## config.mk

```make
export PLATFORM = sky130hd
export DESIGN_NAME = acc_alu_core
export DESIGN_NICKNAME = d
export VERILOG_FILES = /design/src/rtl/acc_alu_pkg.sv /design/src/rtl/alu_addsub.sv /design/src/rtl/alu_shift.sv /design/src/rtl/alu_logic.sv /design/src/rtl/acc_alu_core.sv
export SDC_FILE = /design/constraint.sdc
export NUM_CORES = 1
export LEC_CHECK = 0
export BUFFER_PORTS_ARGS = -buffer_cell sky130_fd_sc_hd__buf_2
export CELL_PAD_IN_SITES_DETAIL_PLACEMENT = 1
export CELL_PAD_IN_SITES_GLOBAL_PLACEMENT = 1
export CORE_MARGIN = 4
export CORE_UTILIZATION = 41
export CTS_CLUSTER_SIZE = 25
export DETAILED_ROUTE_END_ITERATION = 8
export PLACE_DENSITY_LB_ADDON = 0.1
export SYNTH_ARGS = -nofsm -noshare
export SYNTH_HDL_FRONTEND = slang
export SYNTH_SLANG_ARGS = --single-unit
```

## constraint.sdc

```tcl
create_clock -name clk -period 4.9 [get_ports clk]
set_clock_uncertainty 0.15 [all_clocks]
set_input_delay 0.98 -clock clk [delete_from_list [all_inputs] [get_ports clk]]
set_output_delay 0.98 -clock clk [all_outputs]
set_load 0.1 [all_outputs]
```

## src/rtl/acc_alu_pkg.sv

```systemverilog
package acc_alu_pkg;
  localparam int SW  = 8;
  localparam int OPW = 5;
  localparam int FN = 7;
  localparam int FV = 6;
  localparam int FD = 3;
  localparam int FI = 2;
  localparam int FZ = 1;
  localparam int FC = 0;

  typedef enum logic [OPW-1:0] {
    OP_ADD  = 5'd0,  OP_SUB  = 5'd1,  OP_AND  = 5'd2,  OP_XOR  = 5'd3,
    OP_OR   = 5'd4,  OP_BIT  = 5'd5,  OP_CMP  = 5'd6,  OP_INC  = 5'd7,
    OP_DEC  = 5'd8,  OP_SHL  = 5'd9,  OP_SHR  = 5'd10, OP_ROL  = 5'd11,
    OP_ROR  = 5'd12, OP_MOV  = 5'd13, OP_MOVQ = 5'd14, OP_SETC = 5'd15,
    OP_CLRC = 5'd16, OP_SETD = 5'd17, OP_CLRD = 5'd18, OP_SETI = 5'd19,
    OP_CLRI = 5'd20, OP_CLRV = 5'd21
  } alu_op_e;

  localparam logic [OPW-1:0] OP_LAST = 5'd21;

  typedef enum logic [1:0] { LG_AND = 2'd0, LG_XOR = 2'd1, LG_OR = 2'd2 } logic_sel_e;
endpackage

```

## src/rtl/alu_addsub.sv

```systemverilog
module alu_addsub #(
  parameter int DW = 8
) (
  input  logic [DW-1:0] a,
  input  logic [DW-1:0] b,
  input  logic          cin,
  input  logic          sub,
  output logic [DW-1:0] sum,
  output logic          cout,
  output logic          ovf
);
  logic [DW-1:0] b_eff;
  logic [DW:0]   wide;

  always_comb begin
    b_eff = sub ? ~b : b;
    wide  = {1'b0, a} + {1'b0, b_eff} + {{DW{1'b0}}, cin};
    sum   = wide[DW-1:0];
    cout  = wide[DW];
    ovf   = (a[DW-1] == b_eff[DW-1]) && (sum[DW-1] != a[DW-1]);
  end
endmodule

```

## src/rtl/alu_shift.sv

```systemverilog
module alu_shift #(
  parameter int DW = 8
) (
  input  logic [DW-1:0] d,
  input  logic          cin,
  input  logic          left,
  input  logic          rotate,
  output logic [DW-1:0] q,
  output logic          cout
);
  logic fill;

  always_comb begin
    fill = rotate & cin;
    if (left) begin
      q    = {d[DW-2:0], fill};
      cout = d[DW-1];
    end else begin
      q    = {fill, d[DW-1:1]};
      cout = d[0];
    end
  end
endmodule

```

## src/rtl/alu_logic.sv

```systemverilog
module alu_logic
  import acc_alu_pkg::*;
#(
  parameter int DW = 8
) (
  input  logic [DW-1:0] a,
  input  logic [DW-1:0] b,
  input  logic_sel_e    sel,
  output logic [DW-1:0] q
);
  for (genvar i = 0; i < DW; i++) begin : g_bit
    assign q[i] = (sel == LG_AND) ? (a[i] & b[i]) :
                  (sel == LG_XOR) ? (a[i] ^ b[i]) :
                                    (a[i] | b[i]);
  end
endmodule

```

## src/rtl/acc_alu_core.sv

```systemverilog
module acc_alu_core
  import acc_alu_pkg::*;
#(
  parameter int DW = 8
) (
  input  logic           clk,
  input  logic           rst,
  input  logic           op_valid,
  input  logic [OPW-1:0] op_code,
  input  logic [DW-1:0]  acc_in,
  input  logic [DW-1:0]  opnd_in,
  input  logic [SW-1:0]  flags_in,
  output logic [DW-1:0]  res_out,
  output logic           res_we,
  output logic           out_valid,
  output logic [SW-1:0]  flags_out
);
  localparam logic [DW-1:0] ONE = {{(DW-1){1'b0}}, 1'b1};

  logic [DW-1:0] as_sum, lg_q, sh_q, nres;
  logic          as_cout, as_ovf, as_cin, as_sub, sh_cout, sh_left, sh_rot;
  logic          nwe, setnz;
  logic_sel_e    lg_sel;
  logic [SW-1:0] nfl;

  // Operand steering for the shared units
  always_comb begin
    as_sub  = (op_code == OP_SUB) || (op_code == OP_CMP);
    as_cin  = (op_code == OP_CMP) ? 1'b1 : flags_in[FC];
    sh_left = (op_code == OP_SHL) || (op_code == OP_ROL);
    sh_rot  = (op_code == OP_ROL) || (op_code == OP_ROR);
    case (op_code)
      OP_XOR:  lg_sel = LG_XOR;
      OP_OR:   lg_sel = LG_OR;
      default: lg_sel = LG_AND;
    endcase
  end

  alu_addsub #(.DW(DW)) u_addsub (
    .a(acc_in), .b(opnd_in), .cin(as_cin), .sub(as_sub),
    .sum(as_sum), .cout(as_cout), .ovf(as_ovf)
  );

  alu_logic #(.DW(DW)) u_logic (
    .a(acc_in), .b(opnd_in), .sel(lg_sel), .q(lg_q)
  );

  alu_shift #(.DW(DW)) u_shift (
    .d(opnd_in), .cin(flags_in[FC]), .left(sh_left), .rotate(sh_rot),
    .q(sh_q), .cout(sh_cout)
  );

  // Result selection and per-operation flag rules
  always_comb begin
    nres  = opnd_in;
    nwe   = 1'b0;
    setnz = 1'b0;
    nfl   = flags_in;
    case (op_code)
      OP_ADD, OP_SUB: begin
        nres = as_sum; nwe = 1'b1; setnz = 1'b1;
        nfl[FC] = as_cout; nfl[FV] = as_ovf;
      end
      OP_AND, OP_XOR, OP_OR: begin
        nres = lg_q; nwe = 1'b1; setnz = 1'b1;
      end
      OP_BIT: begin
        nres = lg_q;
        nfl[FZ] = (lg_q == '0);
        nfl[FN] = opnd_in[DW-1];
        nfl[FV] = opnd_in[DW-2];
      end
      OP_CMP: begin
        nres = as_sum; setnz = 1'b1; nfl[FC] = as_cout;
      end
      OP_INC: begin nres = opnd_in + ONE; nwe = 1'b1; setnz = 1'b1; end
      OP_DEC: begin nres = opnd_in - ONE; nwe = 1'b1; setnz = 1'b1; end
      OP_SHL, OP_SHR, OP_ROL, OP_ROR: begin
        nres = sh_q; nwe = 1'b1; setnz = 1'b1; nfl[FC] = sh_cout;
      end
      OP_MOV:  begin nwe = 1'b1; setnz = 1'b1; end
      OP_MOVQ: nwe = 1'b1;
      OP_SETC: nfl[FC] = 1'b1;
      OP_CLRC: nfl[FC] = 1'b0;
      OP_SETD: nfl[FD] = 1'b1;
      OP_CLRD: nfl[FD] = 1'b0;
      OP_SETI: nfl[FI] = 1'b1;
      OP_CLRI: nfl[FI] = 1'b0;
      OP_CLRV: nfl[FV] = 1'b0;
      default: ;
    endcase
    if (setnz) begin
      nfl[FN] = nres[DW-1];
      nfl[FZ] = (nres == '0);
    end
  end

  always_ff @(posedge clk) begin
    if (rst) begin
      res_out   <= '0;
      res_we    <= 1'b0;
      out_valid <= 1'b0;
      flags_out <= '0;
    end else begin
      out_valid <= op_valid;
      res_we    <= op_valid & nwe;
      if (op_valid) begin
        res_out   <= nres;
        flags_out <= nfl;
      end
    end
  end
endmodule

```

==> metrics.csv <==
stage;metric;value;unit
outcome;status;finished, final reports clean;
sta;Setup TNS;0;ns
worst_setup_path;reg2reg path depth;4;
route;DR vias;2686;
sta;Hold Fails Final Rpt;0;
route;Final ANT Viol Nets;0;
floorplanning;Die Width;85.7;µm
global_routing;Total GRT Usage;23.4;%
worst_setup_path;CP Capture Type;register;
logic_synthesis;syn_area_per_cell;7.47;µm²
place;DP Wirelength;6810;µm
logic_synthesis;synth warn;0;
logic_synthesis;post-synthesis cell type count;59;
sta;RSZ-0062 raised after global routing;false;
worst_setup_path;CP peak stage delay;0.53;ns
place;Placed Area;2790;µm²
place;last weighted congestion value of the routability-driven placer;0.941;
route;1st-iter DRT viols;159;
floorplanning;Die Footprint;7340;µm²
sta;Tcrit/Tclk final;89.9;%
logic_synthesis;post-synthesis sequential area ratio;14.6;%
route;Remaining DRCs;0;
logic_synthesis;mapped cell area;2470;µm²
sta;Min Hold Slack;0.333;ns
worst_setup_path;Worst EP required;4.91;ns
clock_network;root buffer cell;clkbuf_8;
sta;Tmin final;4.40;ns
job;Max-cap violations;0;
route;wire per inst;19.2;µm
worst_setup_path;crit path kind;input port to register;
clock_network;CTS tree;built;
sta;Max Freq;0.227;GHz
floorplanning;Core Region;5890;µm²
worst_setup_path;reg-to-reg setup timing slack;3.64;ns
layout;final instance area;2850;µm²
worst_setup_path;CP cell instances;buf_2, nand2b_1, nor2_1, o21ai_2, xnor2_1, ha_1, and2_1, a221oi_1, a21oi_1, nor3_1, nor3_1, or4_4, o41ai_2;
power;total chip power;0.594;mW
clock_network;clock tree buffer depth;2;
logic_synthesis;FFs w/ async S/R, synth;0;%
layout;Layout fillers;766;
worst_setup_path;slowest CP cell;or4_4;
sta;Final setup viols;0;
route;DR vias/cell;6.01;
clock_network;H-tree depth;1;
layout;Area Overhead vs Synth;15.3;%
clock_network;CTS sink count;18;
clock_network;Clock transition at path regs;0.07;ns
logic_synthesis;top_reg_cell synth;dfxtp_1;
layout;antenna cells;0;
worst_setup_path;CP max FO;11;
route;DR pass1 iterations;4;
logic_synthesis;number of synthesized flops with an enable pin;0;
sta;Worst Max-Slew Pin Slew;1.08;ns
min_path;worst hold path depth;2;
logic_synthesis;Syn Inst Count;331;
layout;most common cell after layout, fill and taps aside;buf_2;
floorplanning;I/O pin cnt;50;
place;PortBufs;49;
layout;Final nets;437;
worst_setup_path;Data arrival, critical path;4.42;ns
layout;share of layout cells above drive strength 1;20.2;%
global_routing;global route total overflow;0;
power;P_leak;1.31;nW
min_path;min-delay worst type;register to register;
clock_network;CTS Hold Bufs;0;
clock_network;Clock Latency Late Sink;0.26;ns
global_routing;initial antenna violation count;0;
worst_setup_path;CP Launch Type;input port;
worst_setup_path;Worst path most repeated cell;nor3_1;
logic_synthesis;register bit total from synthesis;18;
floorplanning;Initial Utilization;42.0;%
sta;Slew HR;27.4;%
layout;commonest cells after routing, fill and taps aside;49 x buf_2, 38 x nor2_1, 29 x ha_1;
global_routing;first-pass GRT wire length;13800;µm
floorplanning;die height;85.7;µm
power;worst vdd ir;124;µV
logic_synthesis;Mapped Nets;395;
sta;Final Slew Violations;0;
route;final WL;8600;µm
floorplanning;Cell Rows;28;
power;Pwr Density;209;nW/µm²
global_routing;vias in the first global route;2696;
clock_network;clock buffer count from CTS;3;
global_routing;largest net degree at the start of global routing;31;
-- synth_stat cells (all sizes together), types with 2 or more instances --
library cell | count | area [µm²]
buf | 7 | 31.3
and2 | 2 | 12.5
ha | 29 | 363
o211ai | 2 | 15.0
fa | 3 | 60.1
xor2 | 5 | 43.8
a31o | 2 | 17.5
nand4 | 4 | 25.0
nor2 | 38 | 143
nor3b | 3 | 22.5
o21ai | 13 | 65.1
a2bb2oi | 2 | 17.5
a31oi | 3 | 18.8
a311oi | 2 | 17.5
inv | 22 | 82.6
a211oi | 9 | 67.6
a41oi | 2 | 17.5
a221oi | 2 | 17.5
or4b | 2 | 20.0
o31a | 2 | 17.5
clkbuf | 13 | 48.8
o2111ai | 3 | 26.3
nor3 | 8 | 40.0
o22ai | 3 | 18.8
nand2 | 18 | 67.6
a21oi | 22 | 110
or2 | 3 | 18.8
nand3 | 14 | 70.1
dfxtp | 18 | 360
o221ai | 13 | 120
a21o | 7 | 52.6
nor2b | 3 | 18.8
xnor2 | 14 | 123
o21a | 3 | 22.5
nand2b | 9 | 56.3
mux2i | 7 | 70.1
-- flip-flops by register name (all words and copies together) (netlist names) --
signal	cells
out_valid	1
res_out	8
res_we	1
flags_out	8
-- per-stage QoR --
stage	cells	worst slack [ns]	utilization, %
detailed placement	443	0.0289	47.4
floorplan	331	0.369	-
CTS	447	0.289	48.4
finish	447	0.497	48.4
global route	447	0.223	48.4
global placement	443	0.158	47.4
-- what timing repair did --
item	CTS	global route
buffers inserted	0	0
endpoints found under the hold margin	0	0
endpoints found under the setup margin	0	1
gates resized for setup	0	1
-- area by class of cell --
type / count / area, µm² / area share [%]
multi-input combinational: 271 / 1950 / 68.5
tap: 75 / 93.8 / 3.29
timing repair buffer: 57 / 305 / 10.7
sequential: 18 / 360 / 12.6
clock buffer: 4 / 55.1 / 1.93
inverter: 22 / 82.6 / 2.90
-- cell families after synthesis --
logic type / Yosys count / synth area share [%]
AO/OA/AOI/OAI: 99 / 28.6
XOR/XNOR: 19 / 6.73
adder cells (fa/ha/maj): 32 / 17.1
buffers and inverters: 42 / 6.58
flip-flops: 18 / 14.6
multiplexers: 8 / 3.29
AND/OR/NAND/NOR: 113 / 23.1
-- worst paths after layout --
check	start	end
max	op_code[0]	flags_out[1]
max reg2reg	flags_out[1]	flags_out[1]
min reg2reg	flags_out[3]	flags_out[3]
min	flags_out[3]	flags_out[3]
-- critical path: cells and delay by family --
family | cells | cell delay [ns]
AOI/OAI and AO/OA | 4 | 1.45
xor gates and xnor gates | 1 | 0.19
adders and majority gates | 1 | 0.29
buffers and inverters | 1 | 0.19
and+or+nand+nor | 6 | 1.30
-- report_power, final --
group	internal, mW	switching (mW)	total, mW
sequential	0.157	0.00474	0.162
clock	0.0715	0.0501	0.122
combinational	0.0966	0.214	0.311
total	0.325	0.269	0.594
-- metal layers --
layer  vias to the layer above  wire length [µm]  global-route usage (%)
met4                         0               117                    5.32
met3                        11               593                    3.07
met2                        87              4200                    40.6
met5                         -                 0                       0
met1                      1290              3690                    30.9
li1                       1298                 -                       -
No activity file was read; power rests on OpenSTA's default activity.
